<file path="src/rtl/ppm_cls_pkg.sv">
package ppm_cls_pkg;
  typedef enum logic [1:0] {
    IVL_NONE = 2'd0,
    IVL_ZERO = 2'd1,
    IVL_ONE  = 2'd2,
    IVL_GAP  = 2'd3
  } ivl_class_e;
endpackage

</file>
<file path="src/rtl/ppm_reset_sync.sv">
module ppm_reset_sync #(
  parameter int STAGES = 2
) (
  input  logic clk,
  input  logic rst_n,
  output logic rst_ns
);
  logic [STAGES-1:0] chain;

  always_ff @(posedge clk or negedge rst_n) begin
    if (!rst_n) chain <= '0;
    else        chain <= {chain[STAGES-2:0], 1'b1};
  end

  assign rst_ns = chain[STAGES-1];
endmodule

</file>
<file path="src/rtl/ppm_edge_sync.sv">
module ppm_edge_sync #(
  parameter int STAGES = 2
) (
  input  logic clk,
  input  logic rst_n,
  input  logic din,
  output logic rise
);
  logic [STAGES-1:0] stg;
  logic              last;

  generate
    for (genvar i = 0; i < STAGES; i++) begin : g_stg
      if (i == 0) begin : g_first
        always_ff @(posedge clk or negedge rst_n) begin
          if (!rst_n) stg[0] <= 1'b0;
          else        stg[0] <= din;
        end
      end else begin : g_next
        always_ff @(posedge clk or negedge rst_n) begin
          if (!rst_n) stg[i] <= 1'b0;
          else        stg[i] <= stg[i-1];
        end
      end
    end
  endgenerate

  always_ff @(posedge clk or negedge rst_n) begin
    if (!rst_n) last <= 1'b0;
    else        last <= stg[STAGES-1];
  end

  assign rise = stg[STAGES-1] & ~last;
endmodule

</file>
<file path="src/rtl/ppm_interval_timer.sv">
module ppm_interval_timer #(
  parameter int PRESCALE = 2,
  parameter int GAP_MAX  = 60,
  parameter int CW       = 6
) (
  input  logic          clk,
  input  logic          rst_n,
  input  logic          clr,
  output logic [CW-1:0] cnt,
  output logic          sat,
  output logic          tmo_hit
);
  localparam logic [CW-1:0] SAT_V = CW'(GAP_MAX + 1);
  localparam logic [CW-1:0] MAX_V = CW'(GAP_MAX);

  logic tick;

  generate
    if (PRESCALE <= 1) begin : g_nodiv
      assign tick = 1'b1;
    end else begin : g_div
      localparam int PW = $clog2(PRESCALE);
      localparam logic [PW-1:0] LAST_PH = PW'(PRESCALE - 1);
      logic [PW-1:0] phase;
      always_ff @(posedge clk or negedge rst_n) begin
        if (!rst_n)                phase <= '0;
        else if (clr)              phase <= '0;
        else if (phase == LAST_PH) phase <= '0;
        else                       phase <= phase + 1'b1;
      end
      assign tick = (phase == LAST_PH);
    end
  endgenerate

  always_ff @(posedge clk or negedge rst_n) begin
    if (!rst_n)                    cnt <= SAT_V;
    else if (clr)                  cnt <= '0;
    else if (tick && cnt != SAT_V) cnt <= cnt + 1'b1;
  end

  assign sat     = (cnt == SAT_V);
  assign tmo_hit = tick && !clr && (cnt == MAX_V);
endmodule

</file>
<file path="src/rtl/ppm_band_sort.sv">
module ppm_band_sort
  import ppm_cls_pkg::*;
#(
  parameter int BLANK   = 10,
  parameter int ONE_MIN = 16,
  parameter int GAP_MIN = 30,
  parameter int CW      = 6
) (
  input  logic          clk,
  input  logic          rst_n,
  input  logic          pulse,
  input  logic [CW-1:0] cnt,
  input  logic          sat,
  input  logic          tmo_hit,
  output logic          clr,
  output logic          bit_vld,
  output logic          bit_val,
  output logic          word_gap,
  output logic          ivl_err
);
  localparam logic [CW-1:0] BLANK_V = CW'(BLANK);
  localparam logic [CW-1:0] ONE_V   = CW'(ONE_MIN);
  localparam logic [CW-1:0] GAP_V   = CW'(GAP_MIN);

  ivl_class_e cls;
  logic       accept;

  assign accept = pulse && !sat && (cnt >= BLANK_V);
  assign clr    = pulse && (sat || cnt >= BLANK_V);

  always_comb begin
    if (!accept)           cls = IVL_NONE;
    else if (cnt < ONE_V)  cls = IVL_ZERO;
    else if (cnt < GAP_V)  cls = IVL_ONE;
    else                   cls = IVL_GAP;
  end

  always_ff @(posedge clk or negedge rst_n) begin
    if (!rst_n) begin
      bit_vld  <= 1'b0;
      bit_val  <= 1'b0;
      word_gap <= 1'b0;
      ivl_err  <= 1'b0;
    end else begin
      bit_vld  <= (cls == IVL_ZERO) || (cls == IVL_ONE);
      bit_val  <= (cls == IVL_ONE);
      word_gap <= (cls == IVL_GAP);
      ivl_err  <= tmo_hit;
    end
  end
endmodule

</file>
<file path="src/rtl/ppm_interval_classifier.sv">
module ppm_interval_classifier #(
  parameter int PRESCALE = 2,
  parameter int BLANK    = 10,
  parameter int ONE_MIN  = 16,
  parameter int GAP_MIN  = 30,
  parameter int GAP_MAX  = 60,
  parameter int SYNC_STG = 2
) (
  input  logic clk,
  input  logic rst_n,
  input  logic ppm_in,
  output logic bit_vld,
  output logic bit_val,
  output logic word_gap,
  output logic ivl_err
);
  localparam int CW = $clog2(GAP_MAX + 2);

  logic          rst_ns;
  logic          pulse_det;
  logic          clr;
  logic          sat;
  logic          tmo_hit;
  logic [CW-1:0] cnt;

  ppm_reset_sync #(.STAGES(2)) u_rst (
    .clk(clk), .rst_n(rst_n), .rst_ns(rst_ns)
  );

  ppm_edge_sync #(.STAGES(SYNC_STG)) u_sync (
    .clk(clk), .rst_n(rst_ns), .din(ppm_in), .rise(pulse_det)
  );

  ppm_interval_timer #(.PRESCALE(PRESCALE), .GAP_MAX(GAP_MAX), .CW(CW)) u_tmr (
    .clk(clk), .rst_n(rst_ns), .clr(clr),
    .cnt(cnt), .sat(sat), .tmo_hit(tmo_hit)
  );

  ppm_band_sort #(.BLANK(BLANK), .ONE_MIN(ONE_MIN), .GAP_MIN(GAP_MIN), .CW(CW)) u_sort (
    .clk(clk), .rst_n(rst_ns), .pulse(pulse_det), .cnt(cnt), .sat(sat),
    .tmo_hit(tmo_hit), .clr(clr), .bit_vld(bit_vld), .bit_val(bit_val),
    .word_gap(word_gap), .ivl_err(ivl_err)
  );
endmodule

</file>
<file path="config.mk">
export PLATFORM = sky130hd
export DESIGN_NAME = ppm_interval_classifier
export DESIGN_NICKNAME = d
export VERILOG_FILES = /design/src/rtl/ppm_cls_pkg.sv /design/src/rtl/ppm_reset_sync.sv /design/src/rtl/ppm_edge_sync.sv /design/src/rtl/ppm_interval_timer.sv /design/src/rtl/ppm_band_sort.sv /design/src/rtl/ppm_interval_classifier.sv
export SDC_FILE = /design/constraint.sdc
export NUM_CORES = 1
export LEC_CHECK = 0
export ABC_AREA = 1
export CAP_MARGIN = 40
export CORE_UTILIZATION = 50
export CTS_BUF_LIST = sky130_fd_sc_hd__clkbuf_2
export DETAILED_ROUTE_END_ITERATION = 16
export HOLD_SLACK_MARGIN = 0.15
export PLACE_DENSITY = 0.71
export REMOVE_ABC_BUFFERS = 1
export SLEW_MARGIN = 20
export SYNTH_ARGS = -nofsm -noshare
export SYNTH_HDL_FRONTEND = slang
export SYNTH_SLANG_ARGS = --single-unit
</file>
<file path="constraint.sdc">
create_clock -name clk -period 0.8 [get_ports clk]
set_input_delay 0.16 -clock clk [delete_from_list [all_inputs] [get_ports clk]]
set_output_delay 0.16 -clock clk [all_outputs]
set_load 0.02 [all_outputs]
</file>
## Yosys cells after proc, flatten, opt, wreduce, memory -nomap -nowiden

Index checks and enable logic that the tools add are counted.

- Register bits: 16
- Input bits: 3
- Output and inout port bits: 4
- Word-level logic and storage cells: 41

- Add/sub/neg operators: 2
- Magnitude comparators: 3
- Equality and inequality tests: 6
- Muxes and demuxes: 7
- Bitwise gates (word level): 2
- Reductions and logical operators: 11

Operator list:

| kind | count |
|---|---|
| $eq A6 B6 Y1 const B | 2 |
| $lt A6 B5 Y1 const B | 2 |
| $mux W6 | 2 |
| $add A6 B1 Y6 const B | 1 |
| $ge A6 B4 Y1 const B | 1 |
| $logic_and A1 B1 Y1 | 6 |
| $ne A6 B6 Y1 const B | 1 |
| $eq A2 B2 Y1 const B | 2 |
| $mux W2 | 2 |
| $mux W1 | 3 |
| $eq A2 B1 Y1 const B | 1 |
| $logic_not A1 Y1 | 2 |
| $logic_or A1 B1 Y1 | 2 |
| $reduce_bool A2 Y1 | 1 |
| $add A1 B1 Y1 const B | 1 |
| $and A1 B1 Y1 | 1 |
| $not A1 Y1 | 1 |

## Logic depth before layout (Yosys ltp)

Gate-level depths: netlist of the first run.

- Word-level depth: 7
- Mapped depth: 10
- Depth with buffers taken out: 9

## By module

A second synthesis of the first run with hierarchy kept.

- Cell total of the unflattened synthesis: 87
- Area total of the unflattened synthesis: 792.0 um^2

By module, submodules not included:

| module | instances | cells an instance | area each (um^2) | sequential area each (um^2) |
|---|---|---|---|---|
| ppm_interval_timer | 1 | 55 | 451.7 | 181.4 |
| ppm_band_sort | 1 | 24 | 201.4 | 100.1 |
| ppm_edge_sync | 1 | 5 | 85.1 | 75.1 |
| ppm_reset_sync | 1 | 3 | 53.8 | 50.0 |

## Worst setup path after synthesis of the first run

Ideal clock, no wire load.

- Path type: register to register
- Start point: register u_tmr.cnt[0]
- End point: register u_sort.bit_vld
- Library setup time: 113 ps
- Arrival time: 1,624 ps
- Data required time: 687 ps
- Slack: -937 ps
- Stages on the path, launching flop included: 10
- Path buffers: 1
- Clock period less this slack: 1,737 ps
- Cells stage by stage: dfstp_2 -> inv_1 -> ha_1 -> o21ai_0 -> nand2_2 -> nand2_2 -> buf_6 -> nor3_1 -> ha_1 -> inv_1

- Word-level cells in the longest chain between the ends: 7
- Elaborated cells between the ends (all ways): 13
- Those cells by class: order compare (3); eq/ne (3); mux (3); reduce/logical (4)

RTL lines:

| item | RTL line | source |
|---|---|---|
| start, declared | ppm_interval_timer.sv:9 | `output logic [CW-1:0] cnt,` |
| start signal, assigned | ppm_interval_timer.sv:38 | `else if (tick && cnt != SAT_V) cnt <= cnt + 1'b1;` |
| branches (longest 4 deep; another with $lt A6 B5 Y1) | -- |  |
| $mux W2 (*) | ppm_band_sort.sv:32 | `if (!accept) cls = IVL_NONE;` |
| $eq A2 B1 Y1 or $eq A2 B2 Y1 (tied branches) | ppm_band_sort.sv:45 | `bit_vld <= (cls == IVL_ZERO) \|\| (cls == IVL_ONE);` |
| $logic_or A1 B1 Y1 (*) | ppm_band_sort.sv:45 |  |
| end signal, assigned | ppm_band_sort.sv:45 |  |
| end, declared | ppm_band_sort.sv:16 | `output logic bit_vld,` |

Every way passes the cells marked *.
A chain may end at the register's enable or synchronous reset.

## Final worst setup path of the first run

Ends and elaborated chain as after synthesis.

==> results.cfg, run 1 <==
[synthesis]
synthSimpleGateAreaFrac_pct = 25.46
yosys.area.top_type_share_pct = 33.95
synthXorXnorAreaFrac_pct = 1.080
synthMuxAreaShare_pct = 0
synth_compound_area_share_pct = 5.093
yosysUniqueCellTypes = 23
ys_seq_elements = 16
synth_top_family_by_area = simple AND/OR/NAND/NOR gates
netlist_area_sq_um = 810.8
yosys.area_share.adder_pct = 9.259
syn_area_per_cell_sq_um = 9.652
yosys.area.top_type = dfrtp_1
synthTopCellsByArea = dfrtp_1 34%, dfstp_2 16%, ha_1 9.3%
synth_seq_area_share_pct = 50.15
syn_inst = 84
ys_warn_count = 0

[detailed_routing]
wl_mm = 1.724
antenna_left = 0
vias = 665
drtIter0Drc = 7
via_per_inst = 5.155
drc = 0
dr.pass1.iters = 4
routedWlPerCell_microns = 13.36

[global_routing]
first_global_vias = 743
grt_pass1_wl_mm = 3.146
grt_usage_pct = 24.23
grt.overflow.total = 0
grt_max_degree = 10
antenna_found_initial = 0

[pwr]
clkPwrFrac_pct = 12.0
intPower_mw = 1.910
seqPwrFrac_pct = 37.2
power_leakage_nw = 0.5630
switchingPower_mw = 1.271
ir_worst_vdd_mv = 1.796
powerDensity_nw_per_um2 = 2691
comb_power_share_pct = 50.9
switching_share_pct = 39.95
total_power_mw = 3.181

[worst_setup_path]
critPathCaptureType = register
path_max_fanout = 3
critPathBufInv = 2
r2r_start = u_tmr.cnt[0]
startpoint = u_tmr.cnt[0]
cpMaxStageDelayCell = dfstp_2
critPathKind = reg2reg
slowest_delay_ps = 580
crit_chain = inv_2 -> ha_4 -> o21ai_2 -> nand2_2 -> nand2_4 -> nor3_4 -> ha_4 -> inv_2
critPathRequiredTime_ps = 1020
cp-start-kind = register
cpLargestDelayFamily = flip-flops
arrival_ps = 1740

[placement]
dp_hpwl_mm = 1.138
io_buffers = 6
place_congestion = 0.9390

[floorplanning]
num_rows = 14
die_area_sq_um = 1787
start_util_pct = 53.82
core_sq_um = 1506
die_w_microns = 42.27
die_h_microns = 42.27
io_pins = 7

[final_layout]
antenna_cells = 0
fin_util_pct = 78.49
drive_above_1_share_pct = 51.33
area_growth_pct = 45.83
layout.nets = 123
fillers = 96

[sta]
setup_ws_ps = -715.6
period_share_pct = 189.4
rsz0062_at_grt = yes
report.final.slew_viol_count = 0
min_period_ps = 1516
finalSetupViolCount = 15
hold_viol_final = 0
fin_skew_ps = 10.30
fmax_mhz = 659.8

[clocking]
clock-sinks = 16
cts.clk_slew.worst_paths_ps = 160
clock_path_buffers = 2
h-tree-depth = 1
clock_latency_ps = 310
clock-root-buffer = clkbuf_2
numCtsBuffers = 3
tritoncts = yes

[run_status]
violations = setup timing
status = complete, but fails checks

[hold_path]
hp-class = reg2async

[flow_run]
cap_viol_max_count = 0
area by class of cell:
type                    count  area (sq um)  area share [%]
clock buffers               3         15.01           1.270
multi-input cells          53         445.4           37.67
clock inverters             1         3.754          0.3175
well taps                  16         20.02           1.693
flip-flops and latches     16         407.9           34.50
inverters                  14         57.56           4.868
repair buffers             26         232.7           19.68
cell usage after synthesis:
| library cell | instances |
|---|---|
| o211ai_1 | 1 |
| o21ai_0 | 2 |
| nand2_1 | 11 |
| inv_2 | 2 |
| o21ai_2 | 1 |
| nor3_1 | 1 |
| buf_6 | 1 |
| nor2_1 | 4 |
| dfrtp_1 | 11 |
| dfstp_2 | 5 |
| ha_1 | 6 |
| nand3_1 | 9 |
| nor3_2 | 1 |
| o21ai_1 | 3 |
| nor2_2 | 2 |
| nand2_2 | 5 |
| inv_6 | 1 |
| nand3_4 | 1 |
| conb_1 | 1 |
| inv_1 | 11 |
| xor2_1 | 1 |
| nand3_2 | 1 |
| nand4_1 | 3 |
flip-flops by register name, indices dropped and copies added (netlist names):
| register | count |
|---|---|
| u_sort.word_gap | 1 |
| u_sync.stg | 2 |
| u_sort.bit_val | 1 |
| u_sync.last | 1 |
| u_tmr.cnt | 6 |
| u_rst.chain | 2 |
| u_sort.ivl_err | 1 |
| u_sort.bit_vld | 1 |
| u_tmr.g_div.phase | 1 |
worst register-to-register path, stage by stage, from the launching register on:
cell	delay [ps]
dfstp_2	580
inv_2	50
ha_4	150
o21ai_2	120
nand2_2	80
nand2_4	110
nor3_4	60
ha_4	260
inv_2	20
power groups by stage:
| stage | Clock [mW] | Combinational (mW) | Sequential, mW |
|---|---|---|---|
| after global placement | 0 | 1.16 | 1.14 |
| after detailed placement | 0 | 1.19 | 1.15 |
| final | 0.381 | 1.62 | 1.18 |
| after global routing | 0.410 | 1.77 | 1.21 |
| after floorplan | 0 | 0.603 | 1.20 |
| after CTS | 0.384 | 1.48 | 1.17 |
layer usage:
layer / track usage [%] / part of all wire [%] / up-vias / wire length [microns]
met5: 0 / 0 / - / 0
met4: 16.25 / 2.7 / 0 / 47
met3: 3.017 / 3.2 / 5 / 55
met2: 42.46 / 53 / 16 / 918
met1: 27.04 / 41 / 320 / 703
li1: - / - / 324 / -
cells in the final DEF, fill, tap and decap left out, types with 2 or more instances in the layout:
master / synthesis / final
buf_4: 0 / 16
nand2_1: 11 / 11
dfrtp_1: 11 / 10
inv_1: 11 / 9
nand3_1: 9 / 9
buf_6: 1 / 6
dfstp_2: 5 / 5
inv_2: 2 / 4
nor2_4: 0 / 3
o21ai_2: 1 / 3
nand2_4: 0 / 3
nand4_1: 3 / 3
ha_4: 0 / 3
clkbuf_2: 0 / 3
nand2_2: 5 / 2
nand3_4: 1 / 2
nor2_1: 4 / 2
nor3_4: 0 / 2
o21ai_1: 3 / 2
ha_2: 0 / 2
clkdlybuf4s50_1: 0 / 2
logic make-up after synthesis:
group                      Yosys count
AOI/OAI and AO/OA                    7
xor gates and xnor gates             1
adders and majority gates            6
buffers and inverters               15
DFF                                 16
other                                1
and+or+nand+nor                     38
final timing paths:
| check | to | slack, ps | cells past startpoint |
|---|---|---|---|
| min in group clk | u_sync.stg[0] | 280 | 1 |
| setup / recovery | u_sort.bit_vld | -720 | 8 |
| hold / removal | u_tmr.cnt[1] | 120 | 0 |
| max in group asynchronous | u_rst.chain[1] | 150 | 2 |
| hold reg to reg | u_tmr.cnt[1] | 120 | 0 |
| setup reg to reg | u_sort.bit_vld | -720 | 8 |
through the flow:
step,hold WS (ps),worst slack (ps),std cells,TNS [ps],area (sq um)
floorplan,-135.6,-945.0,83,-8194,799.5
global placement,115.6,-776.7,121,-8832,999.7
detailed placement,120.0,-805.1,121,-9138,999.7
CTS,121.8,-695.7,129,-7793,1150
global route,183.4,-761.3,129,-8784,1182
finish,115.1,-715.6,129,-7811,1182
timing repair:
action,CTS,global route
resized for setup,47,7
hold buffers,1,0
pin swaps,6,4
setup endpoints to repair,15,15
setup buffers,3,0
hold endpoints to repair,3,0
(Power assumes the default switching activity.)
==> run 2: changes to the inputs <==
--- a/config.mk
+++ b/config.mk
@@ -6,14 +6,15 @@
 export NUM_CORES = 1
 export LEC_CHECK = 0
 export ABC_AREA = 1
+export ABC_CLOCK_PERIOD_IN_PS = 800
 export CAP_MARGIN = 40
 export CORE_UTILIZATION = 50
 export CTS_BUF_LIST = sky130_fd_sc_hd__clkbuf_2
 export DETAILED_ROUTE_END_ITERATION = 16
+export GPL_ROUTABILITY_DRIVEN = 0
 export HOLD_SLACK_MARGIN = 0.15
 export PLACE_DENSITY = 0.71
 export REMOVE_ABC_BUFFERS = 1
-export SLEW_MARGIN = 20
 export SYNTH_ARGS = -nofsm -noshare
 export SYNTH_HDL_FRONTEND = slang
 export SYNTH_SLANG_ARGS = --single-unit
==> results of run 2 <==
No change in the layout: final DEF, timing and power equal those of run 1.
